--- src/rtl/wblit_pkg.sv ---
package wblit_pkg;

    typedef enum logic [2:0] {
        ST_IDLE,
        ST_FETCH,
        ST_READ,
        ST_MODIFY,
        ST_FINISH
    } wb_state_e;

    localparam int ROP_W = 4;

endpackage

--- src/rtl/wblit_rop.sv ---
module wblit_rop #(
    parameter int DATA_W = 16
) (
    input  logic [3:0]        code,
    input  logic [DATA_W-1:0] src,
    input  logic [DATA_W-1:0] dst,
    output logic [DATA_W-1:0] res
);

    // Each result bit picks one bit of the code, indexed by {source, destination}.
    for (genvar i = 0; i < DATA_W; i++) begin : g_bit
        assign res[i] = code[{src[i], dst[i]}];
    end

    always_comb begin
        if (code == 4'hC) begin
            AST_ROP_COPY: assert (res == src);
        end
        if (code == 4'hA) begin
            AST_ROP_KEEP: assert (res == dst);
        end
    end

endmodule

--- src/rtl/wblit_walker.sv ---
module wblit_walker #(
    parameter int ADDR_W = 16,
    parameter int DIM_W  = 8
) (
    input  logic              clk,
    input  logic              rst_n,
    input  logic              load,
    input  logic              step,
    input  logic              cfg_rect,
    input  logic [DIM_W-1:0]  cfg_width,
    input  logic [DIM_W-1:0]  cfg_height,
    input  logic [ADDR_W-1:0] cfg_base,
    input  logic [ADDR_W-1:0] cfg_stride,
    output logic [ADDR_W-1:0] addr,
    output logic              line_end,
    output logic              last_line
);

    localparam logic [DIM_W-1:0]  DIM_ONE  = DIM_W'(1);
    localparam logic [ADDR_W-1:0] ADDR_ONE = ADDR_W'(1);

    logic [ADDR_W-1:0] addr_q;
    logic [ADDR_W-1:0] line_base_q;
    logic [ADDR_W-1:0] stride_q;
    logic [DIM_W-1:0]  col_left_q;
    logic [DIM_W-1:0]  rows_left_q;
    logic [DIM_W-1:0]  width_q;
    logic              rect_q;

    always_ff @(posedge clk or negedge rst_n) begin
        if (!rst_n) begin
            addr_q      <= '0;
            line_base_q <= '0;
            stride_q    <= '0;
            col_left_q  <= '0;
            rows_left_q <= '0;
            width_q     <= '0;
            rect_q      <= 1'b0;
        end else if (load) begin
            addr_q      <= cfg_base;
            line_base_q <= cfg_base;
            stride_q    <= cfg_stride;
            col_left_q  <= cfg_width;
            rows_left_q <= cfg_height;
            width_q     <= cfg_width;
            rect_q      <= cfg_rect;
        end else if (step) begin
            if (col_left_q != DIM_ONE) begin
                addr_q     <= addr_q + ADDR_ONE;
                col_left_q <= col_left_q - DIM_ONE;
            end else begin
                rows_left_q <= rows_left_q - DIM_ONE;
                col_left_q  <= width_q;
                line_base_q <= line_base_q + stride_q;
                if (rect_q) begin
                    addr_q <= line_base_q + stride_q;
                end else begin
                    addr_q <= addr_q + ADDR_ONE;
                end
            end
        end
    end

    assign addr      = addr_q;
    assign line_end  = (col_left_q == DIM_ONE);
    assign last_line = (rows_left_q == DIM_ONE);

endmodule

--- src/rtl/wblit_unpack.sv ---
module wblit_unpack #(
    parameter int DATA_W = 16
) (
    input  logic              clk,
    input  logic              rst_n,
    input  logic              arm,
    input  logic              accept,
    input  logic [DATA_W-1:0] wdata,
    input  logic              narrow,
    input  logic              phase,
    input  logic              adv_byte,
    input  logic              new_line,
    output logic [DATA_W-1:0] pixel,
    output logic              hi_sel
);

    localparam int HALF = DATA_W / 2;

    logic [DATA_W-1:0] word_q;
    logic              hi_q;
    logic              line_first_q;

    always_ff @(posedge clk or negedge rst_n) begin
        if (!rst_n) begin
            word_q       <= '0;
            hi_q         <= 1'b0;
            line_first_q <= 1'b0;
        end else if (arm) begin
            hi_q         <= 1'b0;
            line_first_q <= 1'b1;
        end else if (accept) begin
            word_q       <= wdata;
            hi_q         <= narrow & phase & line_first_q;
            line_first_q <= 1'b0;
        end else if (adv_byte) begin
            hi_q <= 1'b1;
        end else if (new_line) begin
            line_first_q <= 1'b1;
        end
    end

    always_comb begin
        if (!narrow) begin
            pixel = word_q;
        end else if (hi_q) begin
            pixel = {{HALF{1'b0}}, word_q[DATA_W-1:HALF]};
        end else begin
            pixel = {{HALF{1'b0}}, word_q[HALF-1:0]};
        end
    end

    assign hi_sel = hi_q;

endmodule

--- src/rtl/wblit_engine.sv ---
module wblit_engine
    import wblit_pkg::*;
#(
    parameter int ADDR_W = 16,
    parameter int DIM_W  = 8,
    parameter int DATA_W = 16
) (
    input  logic              clk,
    input  logic              rst_n,
    input  logic              start,
    input  logic              cfg_rect,
    input  logic              cfg_depth8,
    input  logic              cfg_phase,
    input  logic [ROP_W-1:0]  cfg_rop,
    input  logic [DIM_W-1:0]  cfg_width,
    input  logic [DIM_W-1:0]  cfg_height,
    input  logic [ADDR_W-1:0] cfg_base,
    input  logic [ADDR_W-1:0] cfg_stride,
    input  logic              wr_valid,
    input  logic [DATA_W-1:0] wr_data,
    output logic              wr_ready,
    output logic              busy,
    output logic              done,
    output logic              mem_rd,
    output logic              mem_we,
    output logic [ADDR_W-1:0] mem_addr,
    output logic [DATA_W-1:0] mem_wdata,
    input  logic [DATA_W-1:0] mem_rdata
);

    localparam int HALF = DATA_W / 2;

    wb_state_e state_q, state_d;

    logic [ROP_W-1:0]  rop_q;
    logic              narrow_q;
    logic              phase_q;

    logic              load;
    logic              accept;
    logic              step;
    logic              word_more;
    logic              adv_byte;
    logic              new_line;
    logic              line_end;
    logic              last_line;
    logic              hi_sel;
    logic              empty_cfg;
    logic [DATA_W-1:0] src_pix;
    logic [DATA_W-1:0] dst_pix;
    logic [DATA_W-1:0] rop_res;

    assign empty_cfg = (cfg_width == '0) || (cfg_height == '0);
    assign load      = (state_q == ST_IDLE) && start;
    assign accept    = (state_q == ST_FETCH) && wr_valid;
    assign step      = (state_q == ST_MODIFY);
    assign word_more = narrow_q && !hi_sel && !line_end;
    assign adv_byte  = step && word_more;
    assign new_line  = step && !word_more && line_end;

    // State register
    always_ff @(posedge clk or negedge rst_n) begin
        if (!rst_n) begin
            state_q <= ST_IDLE;
        end else begin
            state_q <= state_d;
        end
    end

    // Mode registers captured at start
    always_ff @(posedge clk or negedge rst_n) begin
        if (!rst_n) begin
            rop_q    <= '0;
            narrow_q <= 1'b0;
            phase_q  <= 1'b0;
        end else if (load) begin
            rop_q    <= cfg_rop;
            narrow_q <= cfg_depth8;
            phase_q  <= cfg_phase;
        end
    end

    // Next-state logic
    always_comb begin
        state_d = state_q;
        unique case (state_q)
            ST_IDLE: begin
                if (start) begin
                    state_d = empty_cfg ? ST_FINISH : ST_FETCH;
                end
            end
            ST_FETCH: begin
                if (wr_valid) begin
                    state_d = ST_READ;
                end
            end
            ST_READ: begin
                state_d = ST_MODIFY;
            end
            ST_MODIFY: begin
                if (word_more) begin
                    state_d = ST_READ;
                end else if (line_end && last_line) begin
                    state_d = ST_FINISH;
                end else begin
                    state_d = ST_FETCH;
                end
            end
            ST_FINISH: begin
                state_d = ST_IDLE;
            end
            default: begin
                state_d = ST_IDLE;
            end
        endcase
    end

    // Outputs decoded from state
    always_comb begin
        wr_ready = 1'b0;
        mem_rd   = 1'b0;
        mem_we   = 1'b0;
        done     = 1'b0;
        busy     = 1'b0;
        unique case (state_q)
            ST_IDLE: begin
            end
            ST_FETCH: begin
                wr_ready = 1'b1;
                busy     = 1'b1;
            end
            ST_READ: begin
                mem_rd = 1'b1;
                busy   = 1'b1;
            end
            ST_MODIFY: begin
                mem_we = 1'b1;
                busy   = 1'b1;
            end
            ST_FINISH: begin
                done = 1'b1;
            end
            default: begin
            end
        endcase
    end

    wblit_walker #(
        .ADDR_W (ADDR_W),
        .DIM_W  (DIM_W)
    ) u_walker (
        .clk        (clk),
        .rst_n      (rst_n),
        .load       (load),
        .step       (step),
        .cfg_rect   (cfg_rect),
        .cfg_width  (cfg_width),
        .cfg_height (cfg_height),
        .cfg_base   (cfg_base),
        .cfg_stride (cfg_stride),
        .addr       (mem_addr),
        .line_end   (line_end),
        .last_line  (last_line)
    );

    wblit_unpack #(
        .DATA_W (DATA_W)
    ) u_unpack (
        .clk      (clk),
        .rst_n    (rst_n),
        .arm      (load),
        .accept   (accept),
        .wdata    (wr_data),
        .narrow   (narrow_q),
        .phase    (phase_q),
        .adv_byte (adv_byte),
        .new_line (new_line),
        .pixel    (src_pix),
        .hi_sel   (hi_sel)
    );

    assign dst_pix = narrow_q ? {{HALF{1'b0}}, mem_rdata[HALF-1:0]} : mem_rdata;

    wblit_rop #(
        .DATA_W (DATA_W)
    ) u_rop (
        .code (rop_q),
        .src  (src_pix),
        .dst  (dst_pix),
        .res  (rop_res)
    );

    assign mem_wdata = narrow_q ? {{HALF{1'b0}}, rop_res[HALF-1:0]} : rop_res;

    AST_WRITE_AFTER_READ: assert property (@(posedge clk) disable iff (!rst_n)
        mem_we |-> ($past(mem_rd) && mem_addr == $past(mem_addr)));
    AST_NARROW_HIGH_ZERO: assert property (@(posedge clk) disable iff (!rst_n)
        (mem_we && narrow_q) |-> (mem_wdata[DATA_W-1:HALF] == '0));
    AST_READY_MEANS_BUSY: assert property (@(posedge clk) disable iff (!rst_n)
        wr_ready |-> busy);
    AST_DONE_ONE_CYCLE: assert property (@(posedge clk) disable iff (!rst_n)
        done |=> !done);
    AST_DONE_NOT_BUSY: assert property (@(posedge clk) disable iff (!rst_n)
        done |-> !busy);
    AST_QUIET_WHEN_IDLE: assert property (@(posedge clk) disable iff (!rst_n)
        !busy |-> !(mem_rd || mem_we || wr_ready));

endmodule

--- config.mk ---
export PLATFORM = sky130hd
export DESIGN_NAME = wblit_engine
export DESIGN_NICKNAME = d
export VERILOG_FILES = /design/src/rtl/wblit_pkg.sv /design/src/rtl/wblit_rop.sv /design/src/rtl/wblit_walker.sv /design/src/rtl/wblit_unpack.sv /design/src/rtl/wblit_engine.sv
export SDC_FILE = /design/constraint.sdc
export NUM_CORES = 1
export LEC_CHECK = 0
export ABC_AREA = 1
export BUFFER_PORTS_ARGS = -buffer_cell sky130_fd_sc_hd__buf_4
export CORE_ASPECT_RATIO = 0.6
export CORE_MARGIN = 3
export CORE_UTILIZATION = 60
export CTS_BUF_LIST = sky130_fd_sc_hd__clkbuf_16
export DETAILED_ROUTE_END_ITERATION = 8
export PLACE_DENSITY = 0.86
export SLEW_MARGIN = 5
export SYNTH_ARGS = -nofsm -noshare
export SYNTH_HDL_FRONTEND = slang
export SYNTH_SLANG_ARGS = --single-unit
--- constraint.sdc ---
create_clock -name clk -period 3.4 [get_ports clk]
set_clock_uncertainty 0.05 [all_clocks]
set_input_delay 0.51 -clock clk [delete_from_list [all_inputs] [get_ports clk]]
set_output_delay 0.51 -clock clk [all_outputs]
set_load 0.02 [all_outputs]
### Word-level counts from Yosys, hierarchy flattened

Index checks and enable logic that the tools add are counted.
Widths: inputs -> output; s select.

| storage, ports and cells | value |
|---|---|
| register bits after elaboration | 100 |
| input port bits | 91 |
| word-level logic and storage cells | 138 |

| operators by class | value |
|---|---|
| $add $sub $neg | 4 |
| magnitude comparators | 16 |
| eq/ne operators | 11 |
| muxes and demuxes | 67 |
| bitwise logic cells | 3 |
| reductions and logical operators | 23 |

Operators with widths:

| kind | number |
|---|---|
| $mux 16 | 10 |
| $mux 8 | 7 |
| $lt 2x3->1 const B | 16 |
| $bmux 1 s2 | 16 |
| $mux 1 | 28 |
| $add 16x1->16 const B | 1 |
| $add 16x16->16 | 1 |
| $eq 8x1->1 const B | 2 |
| $logic_not 8->1 | 2 |
| $sub 8x1->8 const B | 2 |
| $mux 3 | 5 |
| $pmux 3 s4 | 1 |
| $logic_and 1x1->1 | 8 |
| $ne 8x1->1 const B | 1 |
| $reduce_and 2->1 | 4 |
| $eq 3x2->1 const B | 2 |
| $ne 2x2->1 const B | 3 |
| $reduce_bool 3->1 | 2 |
| $eq 3x1->1 const B | 1 |
| $eq 3x3->1 const B | 1 |
| $logic_not 1->1 | 3 |
| $logic_not 3->1 | 1 |
| $ne 3x3->1 const B | 1 |
| $reduce_or 3->1 | 1 |
| other kinds (4) | 5 |

### Longest topological paths before layout

Gate-level depths: netlist (run 1).

| logic depth | value |
|---|---|
| depth after elaboration | 10 |
| mapped depth | 11 |

### Modules after synthesis

From an unflattened synthesis (run 1), not the netlist that was laid out.

| second synthesis, totals | value |
|---|---|
| cell total of the unflattened synthesis | 1105 |
| area, all modules | 7098.1 µm² |

Modules (own cells, without submodules):

| module | instances | cells an instance | area each (µm²) | seq. area each (µm²) |
|---|---|---|---|---|
| wblit_walker | 1 | 722 | 4835.9 | 1826.8 |
| wblit_unpack | 1 | 110 | 932.1 | 450.4 |
| wblit_engine | 1 | 121 | 689.4 | 225.2 |
| wblit_rop | 1 | 152 | 640.6 | 0.0 |

### Worst setup path after synthesis (run 1)

No wires, ideal clock.

| timing path | value |
|---|---|
| path kind | register -> output |
| from | register u_unpack.hi_q, in the netlist u_unpack.hi_sel |
| to | output port mem_wdata[0] |
| data arrival time | 1.422 ns |
| data required time | 2.840 ns |
| setup slack | 1.418 ns |
| cell stages (with the launch flop) | 5 |
| path buffers | 1 |
| path through | dfrtp_1 > nand2_1 > clkbuf_1 > a21oi_1 > o21ai_0 |

| between the ends | value |
|---|---|
| cells in the longest elaborated chain, start to end | 5 |

Ends and longest elaborated chain:

| item | RTL line | RTL |
|---|---|---|
| from (decl) | wblit_unpack.sv:20 | `logic hi_q;` |
| from (signal assigned) | wblit_unpack.sv:33 | `hi_q <= narrow & phase & line_first_q;` |
| $mux 8 | wblit_unpack.sv:45 | `end else if (hi_q) begin` |
| $mux 16 | wblit_unpack.sv:43 | `if (!narrow) begin` |
| $bmux 1 s2 | wblit_rop.sv:12 | `assign res[i] = code[{src[i], dst[i]}];` |
| $mux 1 (implied by the code) | wblit_rop.sv:12 |  |
| $mux 16 | wblit_engine.sv:193 | `assign mem_wdata = narrow_q ? {{HALF{1'b0}}, rop_res[HALF-1:0]} : rop_res;` |
| to (decl) | wblit_engine.sv:27 | `output logic [DATA_W-1:0] mem_wdata,` |

Every way passes these cells. The select of a mux whose other input is x is not followed.

### Worst setup path after layout (run 1)

| timing path | value |
|---|---|
| from | register narrow_q |
| to | output port mem_wdata[7] |

| between the ends | value |
|---|---|
| cells in the longest elaborated chain, start to end | 4 |

Ends and longest elaborated chain:

| item | RTL line | RTL |
|---|---|---|
| from (decl) | wblit_engine.sv:36 | `logic narrow_q;` |
| from (signal assigned) | wblit_engine.sv:78 | `narrow_q <= cfg_depth8;` |
| $mux 16 | wblit_unpack.sv:43 |  |
| $bmux 1 s2 | wblit_rop.sv:12 |  |
| $mux 1 (implied by the code) | wblit_rop.sv:12 |  |
| $mux 16 | wblit_engine.sv:193 |  |

Every way passes these cells. The select of a mux whose other input is x is not followed.

==> results of run 1 <==
==> synth_stat cells (all sizes together), types with 2 or more instances <==
master	number	share of area (%)
clkbuf	5	0.28
nand2	364	21
dfrtp	100	37
o211ai	24	2.8
xnor2	8	1.0
a21oi	55	4.2
ha	20	3.7
o2111ai	4	0.52
o21ai	64	4.8
buf	21	2.5
a31oi	2	0.19
nor3	9	0.75
nor4	2	0.19
inv	117	6.6
nor2	80	4.9
clkinv	3	0.17
o21bai	4	0.45
o22ai	4	0.37
xor2	9	1.2
nand4	11	1.0
nand3	61	4.6
==> cells by family after synthesis <==
logic type,count (synthesis),share of synthesized area [%]
and+or+nand+nor,528,32.7
DFF,100,37.4
AOI/OAI and AO/OA,161,14.0
adders and majority gates,21,4.04
buffers and inverters,146,9.57
xor gates and xnor gates,17,2.23
==> stage by stage <==
step	worst slack, ns	std cells
2_1_floorplan	1.42	973
3_3_place_gp	1.29	1217
3_5_place_dp	1.30	1217
4_1_cts	0.926	1232
5_1_grt	0.680	1232
6_report	0.882	1232
==> sequential cells by signal (all words and copies together), names as in the netlist <==
| name | cells |
|---|---|
| u_walker.rect_q | 1 |
| u_walker.rows_left_q | 8 |
| u_walker.width_q | 8 |
| rop_q | 4 |
| u_walker.stride_q | 16 |
| narrow_q | 1 |
| u_walker.line_base_q | 16 |
| u_walker.addr | 16 |
| u_walker.col_left_q | 8 |
| u_unpack.hi_sel | 1 |
| u_unpack.line_first_q | 1 |
| u_unpack.word_q | 16 |
| phase_q | 1 |
| state_q | 3 |
==> power by group through the flow <==
stage / sequential, mW / combinational [mW] / clock, mW
final: 2.33 / 4.68 / 1.10
after global routing: 2.40 / 5.24 / 1.15
after CTS: 2.30 / 4.60 / 1.11
after detailed placement: 2.31 / 4.55 / 0
after global placement: 2.30 / 4.42 / 0
after floorplan: 2.22 / 3.25 / 0
==> cell type report <==
cell class              count  area [um^2]  area share (%)
inverters                 120          455            5.70
repair buffers            131          996            12.5
clock buffers               9          225            2.82
well taps                 139          174            2.18
flip-flops and latches    100         2500            31.3
clock inverters             6         88.8            1.11
multi-input cells         727         3540            44.4
==> path summary, 6_finish.rpt <==
check	endpoint	cells after the start	slack [ns]	from
worst max-delay path	mem_wdata[7]	5	0.88	narrow_q
worst min-delay path	u_walker.rows_left_q[7]	1	0.13	rst_n
worst max register to register	u_walker.line_base_q[10]	10	1.25	u_walker.stride_q[0]
worst min register to register	u_unpack.word_q[2]	2	0.43	u_unpack.word_q[2]
max in group asynchronous	u_unpack.word_q[3]	2	2.47	rst_n
min in group clk	u_walker.stride_q[2]	3	0.30	cfg_stride[2]
==> metal layers <==
metal / GRT usage (%) / vias to the layer above / wire length (um)
met2: 46.5 / 399 / 8270
met4: 7.49 / 0 / 201
met1: 50.2 / 3138 / 8960
met5: 0 / - / 0
li1: - / 3370 / -
met3: 10.6 / 19 / 2670
==> worst reg2reg max path, stage by stage (launching register included) <==
cell and delay [ns]:
dfrtp_1 0.39, ha_1 0.28, fa_1 0.45, nand2_1 0.13, nand3_1 0.21, nand2_1 0.17, nand2_1 0.06, nand2_1 0.07
nand2_1 0.05, o21bai_1 0.13, inv_1 0.06
==> results.cfg, run 1 <==
[status]
status = complete, no violations

[clock_tree]
cts-root-to-sink-buffers = 2
cts_root_buffer = clkbuf_16
path_clk_slew_ns = 0.07
cts_tree = done
clock_sink_count = 100
hold_buffers = 0
cts_buffers = 9
cts_setup_buffers = 0
clk_latency_ns = 0.35
cts_resized = 0
htree_levels = 3

[setup_path]
slowest_delay_ns = 0.57
crit_type = flip-flop to primary output
cp_max_fo = 16
cp.buffers_inverters = 1
critPathLaunchType = flip-flop
crit_family = simple AND/OR/NAND/NOR gates
arrival_ns = 1.96
crit_path_end_kind = primary output
critPathRequiredTime_ns = 2.84
cp_cell_sequence = nand2_1, nor2_1, a21oi_1, o21ai_0, buf_4
slowest_stage = dfrtp_1

[global_routing]
grt_util_all_layers_pct = 33.2
grt.overflow.total = 0
grt_antenna_before_repair = 0
grt_pass1_vias = 6575
grt_pass1_wl_mm = 32.6
grt_max_degree = 55

[sta]
slew_viol_final = 0
period_share_pct = 74.1
tightest_slew_ns = 0.646
rsz0062_at_grt = false
fmax_mhz = 397
period_minus_slack_ns = 2.52
setup_viol = 0
fin_tns_setup_ns = 0
hold_slack_ns = 0.126
hold_viol_final = 0
maxSlewHeadroom_pct = 56.9

[route]
num_vias = 6926
post-route-drc-count = 0
wl_mm = 20.1
ant_nets = 0
drt_pass1_iterations = 6
viasPerCell = 5.62
wl_per_cell_um = 16.3
drt-initial-drc-count = 753

[synthesis]
synth_seq_cells = 100
ys_seq_area_share_pct = 37.4
synthArstFlopShare_pct = 100
syn_area_mm2 = 0.00668
ys_types = 41
ys.flop_type = dfrtp_1
synth_fp_nets = 1085
avgSynthCellArea_um2 = 6.87
synthCells = 973
synth_edf_count = 0
ys_warn_count = 0

[layout]
fin_util_pct = 74.6
fin_nets = 1201
nFillCells = 862
area_growth_pct = 19.4
final_common_cell = nand2_1
num_antenna_cells = 0
final_cell_mix = nand2_1, buf_4, inv_1, dfrtp_1, nor2_1
fin_area_mm2 = 0.00798
final_layout_size_suffix_gt1_share_pct = 15.6

[die]
rows = 29
die_h_um = 87.8
dieArea_mm2 = 0.0125
die_w_um = 142
initial_core_util_pct = 62.4
core_area_mm2 = 0.0107
io_pins = 128

[placed_design]
numPortBuffers = 127
place_hpwl_mm = 15.2
place_area_mm2 = 0.00767
gp_congestion = 0.953

[run]
max_cap_viol_count = 0

[power_and_ir_drop]
p_sw_mw = 4.03
comb_power_share_pct = 57.7
p_int_mw = 4.08
leakage_nw = 4.21
ir_drop_uv = 454
switching_share_pct = 49.7
clkPwrFrac_pct = 13.5
seqPwrFrac_pct = 28.7
power_density_mw_per_mm2 = 1020
power_mw = 8.11

[worst_hold_path]
hp-class = input port to async pin
Note: power is estimated with default switching activity, not from simulation.
==> run 2, diff against run 1 <==
--- a/config.mk
+++ b/config.mk
@@ -5,14 +5,14 @@
 export SDC_FILE = /design/constraint.sdc
 export NUM_CORES = 1
 export LEC_CHECK = 0
-export ABC_AREA = 1
+export ABC_AREA = 0
 export BUFFER_PORTS_ARGS = -buffer_cell sky130_fd_sc_hd__buf_4
 export CORE_ASPECT_RATIO = 0.6
 export CORE_MARGIN = 3
-export CORE_UTILIZATION = 60
+export CORE_UTILIZATION = 50
 export CTS_BUF_LIST = sky130_fd_sc_hd__clkbuf_16
 export DETAILED_ROUTE_END_ITERATION = 8
-export PLACE_DENSITY = 0.86
+export PLACE_DENSITY = 0.77
 export SLEW_MARGIN = 5
 export SYNTH_ARGS = -nofsm -noshare
 export SYNTH_HDL_FRONTEND = slang
==> constraint.sdc (replaced) <==
create_clock -name clk -period 2.29 [get_ports clk]
set_clock_uncertainty 0.05 [all_clocks]
set_input_delay 0.3435 -clock clk [delete_from_list [all_inputs] [get_ports clk]]
set_output_delay 0.3435 -clock clk [all_outputs]
set_load 0.02 [all_outputs]
==> run 2 against run 1 <==
Compared with the run above:
- worst hold slack got worse by 0.0040 ns
- first-iteration DRC count fell by 32%
- count of clock-buffer cells in the layout did not move
- global-route usage fell by 6.2 points
==> results.cfg, run 2 <==
[layout]
final_common_cell = buf_4
area_growth_pct = 32.8
final_cell_mix = buf_4, nand2_1, dfrtp_1, o21ai_0, nor2_1
final_cell_count_no_fill = 978
nFillCells = 856
num_antenna_cells = 0
fin_nets = 925
final_layout_size_suffix_gt1_share_pct = 33.7

[status]
status = complete, no violations

[sta]
fmax_mhz = 438
fin_tns_setup_ns = 0
period_share_pct = 99.8
slew_viol_final = 0
hold_viol_final = 0
maxSlewHeadroom_pct = 51.6
period_minus_slack_ns = 2.28
rsz0062_at_grt = true
setup_viol = 0
fin_ws_ns = 0.00534
tightest_slew_ns = 0.723

[clock_tree]
cts_tree = done
cts_buffers = 9
cts_root_buffer = clkbuf_16
clock_sink_count = 100
cts-root-to-sink-buffers = 2
htree_levels = 3
clk_latency_ns = 0.36
path_clk_slew_ns = 0.07

[setup_path]
cp_max_fo = 3
critPathLaunchType = flip-flop
critPathRequiredTime_ns = 2.47
crit_path_end_kind = flip-flop
arrival_ns = 2.46
startpoint = u_walker.stride_q[0]
crit_type = flip-flop to flip-flop
r2r_start = u_walker.stride_q[0]

[synthesis]
synth_fp_nets = 761
ys.flop_type = dfrtp_1
ys_seq_area_share_pct = 41.5
synthMostInstantiatedCell = nand2_1
ys_top_cells_by_area = dfrtp_1, nand2_1, mux4_2
synth_area_leader_cell = dfrtp_1
ys_warn_count = 0
yosysTopAreaCellShare_pct = 41.5
synthArstFlopShare_pct = 100
avgSynthCellArea_um2 = 9.30
synth_edf_count = 0
synth_seq_cells = 100
synthCells = 649
ys_types = 63
syn_area_mm2 = 0.00603
netlist_top_cells_count = nand2_1, dfrtp_1, o21ai_0

[route]
drt-initial-drc-count = 510
viasPerCell = 5.98
num_vias = 5852
wl_mm = 18.8
drt_pass1_iterations = 6
ant_nets = 0
wl_per_cell_um = 19.2
post-route-drc-count = 0

[global_routing]
grt_antenna_before_repair = 0
grt_max_degree = 47
grt_pass1_wl_mm = 29.2
grt_pass1_vias = 5596
grt.overflow.total = 0
grt_util_all_layers_pct = 27.0

[die]
die_h_um = 91.1
dieArea_mm2 = 0.0135
initial_core_util_pct = 52.4
io_pins = 128
rows = 30
die_w_um = 148
core_area_mm2 = 0.0115

[placed_design]
numPortBuffers = 127
gp_congestion = 0.957
place_hpwl_mm = 13.5
dpl.cell_count = 948
pre_cts_ws_ns = -0.172

[power_and_ir_drop]
p_int_mw = 7.02
power_density_mw_per_mm2 = 1580
clkPwrFrac_pct = 12.8
leakage_nw = 3.79
ir_drop_uv = 786
seqPwrFrac_pct = 28.2
p_sw_mw = 5.66
comb_power_share_pct = 59.1
switching_share_pct = 44.6

[worst_hold_path]
min-delay-start = cfg_stride[13]
hp-class = input port to flip-flop

[run]
max_cap_viol_count = 0
==> run 2: cell types whose count changed after synthesis, sizes merged, moves of 13 or more <==
cell	delta
nor2	-51
inv	-108
mux4	+16
nand2	-206
a21oi	-26
mux2	+17
nor2b	+13
o21ai	-13
a22oi	+14
o211ai	-16
clkbuf	+16
nand3	-45
==> run 2: path summary, 6_finish.rpt <==
path	endpoint	slack, ns	cells after the start
worst max-delay path	u_walker.addr[12]	0.005	8
worst min register to register	u_walker.width_q[0]	0.43	2
min in group asynchronous	u_walker.stride_q[14]	0.43	2
worst max register to register	u_walker.addr[12]	0.005	8
max in group asynchronous	u_walker.addr[1]	1.07	3
worst min-delay path	u_walker.stride_q[13]	0.12	3
==> run 2: power by group through the flow <==
stage,combinational (mW),sequential (mW),clock (mW)
after floorplan,4.35,3.38,0
after global placement,6.43,3.45,0
after detailed placement,6.62,3.52,0
after CTS,6.73,3.50,1.62
after global routing,8.15,3.67,1.71
final,7.49,3.57,1.62
==> run 2: final cells by class <==
class / count / area [um^2] / share of cell area (%)
flip-flops and latches: 100 / 2500 / 31.2
clock inverters: 7 / 82.6 / 1.03
inverters: 10 / 37.5 / 0.468
clock buffers: 9 / 225 / 2.81
repair buffers: 183 / 1400 / 17.5
well taps: 160 / 200 / 2.50
multi-input cells: 509 / 3560 / 44.5
==> run 2: metrics by stage <==
stage | area (um^2) | hold WS, ns | power [mW] | util, %
detailed placement | 7410 | 0.281 | 10.1 | 64.3
floorplan | 6030 | -0.00209 | 7.73 | -
global placement | 7410 | 0.275 | 9.88 | 64.3
CTS | 7750 | 0.118 | 11.9 | 67.3
global route | 8010 | 0.120 | 13.5 | 69.5
finish | 8010 | 0.122 | 12.7 | 69.5
==> run 2: routing by layer <==
layer	vias up	GRT usage, %	wire (um)
met5	-	0	0
met1	2887	41.3	8620
met3	15	7.88	1900
li1	2660	-	-
met4	0	6.30	140
met2	290	37.9	8130
==> run 2: logic make-up (layout without fill, tap and decap cells) <==
family / Yosys count / count (layout) / synth area share (%)
fa+ha+maj: 21 / 21 / 4.48
simple gates: 273 / 274 / 21.6
flops: 100 / 100 / 41.5
xor+xnor: 26 / 26 / 3.77
compound gates: 144 / 144 / 14.8
mux: 44 / 44 / 11.0
buf+inv: 41 / 209 / 2.84
==> run 2: worst max-delay path, cell delays in order, from the launching register on <==
cell and delay [ns]:
dfrtp_1 0.42, ha_4 0.19, fa_2 0.42, a21oi_4 0.20, o21ai_1 0.11, a21oi_2 0.28, o31ai_4 0.13, a31oi_2 0.23
o211ai_1 0.12
==> run 2: repair_timing <==
| item | CTS | global route |
|---|---|---|
| hold buffers | 1 | 0 |
| resized for setup | 7 | 35 |
| endpoints found under the setup margin | 16 | 30 |
| pin swaps | 4 | 17 |
| buffers inserted | 2 | 10 |
| cloned | 0 | 1 |
| endpoints found under the hold margin | 33 | 0 |
==> run 3, diff against run 2 <==
==> constraint.sdc (replaced) <==
create_clock -name clk -period 2 [get_ports clk]
set_clock_uncertainty 0.05 [all_clocks]
set_input_delay 0.3 -clock clk [delete_from_list [all_inputs] [get_ports clk]]
set_output_delay 0.3 -clock clk [all_outputs]
set_load 0.02 [all_outputs]
==> run 3 against run 2 <==
Compared with the run above:
- the flow now finishes with violations (setup timing)
- sequential share of layout area down 2.5 points
- combinational power is 43% higher
- worst hold slack got worse by 0.041 ns
- critical endpoint is now u_walker.addr[15]
- critical path type unchanged
- sequential power grew 10%
- highest routed layer unchanged
- power is 30% higher
==> results.cfg, run 3 (synthesis gave the netlist of run 2 again) <==
[sta]
fin_tns_setup_ns = -3.99
setup_viol = 41
rsz0062_at_grt = true
period_share_pct = 111
period_minus_slack_ns = 2.22
fin_ws_ns = -0.219
maxSlewHeadroom_pct = 44.0
hold_viol_final = 0
fmax_mhz = 451
tightest_slew_ns = 0.840
hold_slack_ns = 0.0805
slew_viol_final = 0

[power_and_ir_drop]
power_density_mw_per_mm2 = 1890
switching_share_pct = 43.4
ir_drop_uv = 997
seqPwrFrac_pct = 23.8
clkPwrFrac_pct = 11.6
p_sw_mw = 7.17
power_mw = 16.5
leakage_nw = 4.17
comb_power_share_pct = 64.6
p_int_mw = 9.35

[setup_path]
crit_path_end_kind = flip-flop
cp_max_fo = 3
rrSetupSlack_ns = -0.22
crit_path_end = u_walker.addr[15]
arrival_ns = 2.45
slowest_delay_ns = 0.44
critPathLaunchType = flip-flop
crit_type = flip-flop to flip-flop
startpoint = u_walker.line_base_q[1]
reg2reg_depth = 9
r2r_start = u_walker.line_base_q[1]
rr_endpoint = u_walker.addr[15]
critPathRequiredTime_ns = 2.23
cp_cell_sequence = ha_4, a21oi_4, nor3b_4, o211ai_1, buf_4, o21ai_4, o221ai_2, or3_1, nand3_1
slowest_stage = dfrtp_1

[layout]
final_cell_mix = buf_4, nand2_1, dfrtp_1, buf_6, o21ai_1
fin_nets = 981
num_antenna_cells = 0
area_growth_pct = 44.8
final_layout_size_suffix_gt1_share_pct = 40.5
fin_util_pct = 75.8
final_cell_count_no_fill = 1033
fin_area_mm2 = 0.00874
final_common_cell = buf_4

[placed_design]
gp_congestion = 0.929
place_area_mm2 = 0.00767
dpl.cell_count = 975
place_hpwl_mm = 14.0
pre_cts_ws_ns = -0.230
numPortBuffers = 127

[clock_tree]
path_clk_slew_ns = 0.07
cts_tree = done
cts_buffers = 9
clock_sink_count = 100
htree_levels = 3
cts-root-to-sink-buffers = 2
clk_latency_ns = 0.35
cts_root_buffer = clkbuf_16

[die]
dieArea_mm2 = 0.0135
rows = 30
core_area_mm2 = 0.0115
die_w_um = 148
die_h_um = 91.1
initial_core_util_pct = 52.4
io_pins = 128

[global_routing]
grt_pass1_vias = 6189
grt_util_all_layers_pct = 29.3
grt_max_degree = 71
grt_antenna_before_repair = 0
grt_pass1_wl_mm = 31.4
grt.overflow.total = 0

[route]
ant_nets = 0
drt-initial-drc-count = 652
wl_per_cell_um = 20.8
viasPerCell = 6.17
drt_pass1_iterations = 5
wl_mm = 21.5
num_vias = 6374
post-route-drc-count = 0

[worst_hold_path]
hp-class = input port to flip-flop

[status]
status = finished, violations left
violations = setup timing

[run]
max_cap_viol_count = 0
-- run 3: changes by cell type in the layout (fill, tap and decap cells not counted), moves of 4 or more --
cell	delta
buf_4	+22
nand2_2	-4
a21oi_1	-4
dfrtp_2	+4
o21ai_1	+19
buf_6	+29
dfrtp_1	-4
o21ai_0	-21
-- run 3: worst min-delay path by stage --
stage	startpoint	to	slack (ns)	cells after the start
5_1_grt	cfg_stride[3]	u_walker.stride_q[3]	0.09	3
4_1_cts	cfg_stride[7]	u_walker.stride_q[7]	0.08	3
6_report	cfg_stride[7]	u_walker.stride_q[7]	0.08	3
3_5_place_dp	rst_n	u_walker.stride_q[14]	0.20	1
3_3_place_gp	rst_n	u_walker.stride_q[14]	0.19	1
2_1_floorplan	rst_n	narrow_q	-0.05	0
-- run 3: final cells by class --
type                    instances  area [um^2]
flip-flops and latches        100         2510
repair buffers                240         1980
clock inverters                 6         88.8
fillers                       720         2780
well taps                     160          200
inverters                      10         37.5
multi-input cells             508         3700
clock buffers                   9          225
-- run 3: worst max-delay path, delay by kind of cell, from the launching register on --
kind | cells | cell delay, ns
adder cells (fa/ha/maj) | 1 | 0.31
flip-flops | 1 | 0.44
buffers and inverters | 1 | 0.17
AND/OR/NAND/NOR | 3 | 0.64
AO/OA/AOI/OAI | 4 | 0.53
-- run 3: routing by layer --
metal / GRT usage (%) / vias to the layer above / share of wire, %
met5: 0 / - / 0
met4: 8.30 / 0 / 2.7
met3: 6.63 / 68 / 11
met2: 43.6 / 419 / 44
met1: 43.1 / 3113 / 43
li1: - / 2774 / -
-- run 3: power by group through the flow --
| stage | Sequential (mW) | Combinational (mW) | Clock [mW] |
|---|---|---|---|
| 3_5_place_dp | 3.97 | 8.26 | 0 |
| 4_1_cts | 3.94 | 9.13 | 1.91 |
| 3_3_place_gp | 3.88 | 7.99 | 0 |
| 5_1_grt | 4.00 | 11.4 | 2.00 |
| 2_1_floorplan | 3.89 | 5.12 | 0 |
| 6_report | 3.94 | 10.7 | 1.91 |
-- run 3: timing repair --
item / in CTS / in global routing
hold endpoints to repair: 25 / 0
setup endpoints to repair: 55 / 63
setup buffers: 16 / 27
pin swaps: 37 / 42
gates resized for setup: 48 / 77
hold buffers: 1 / 0
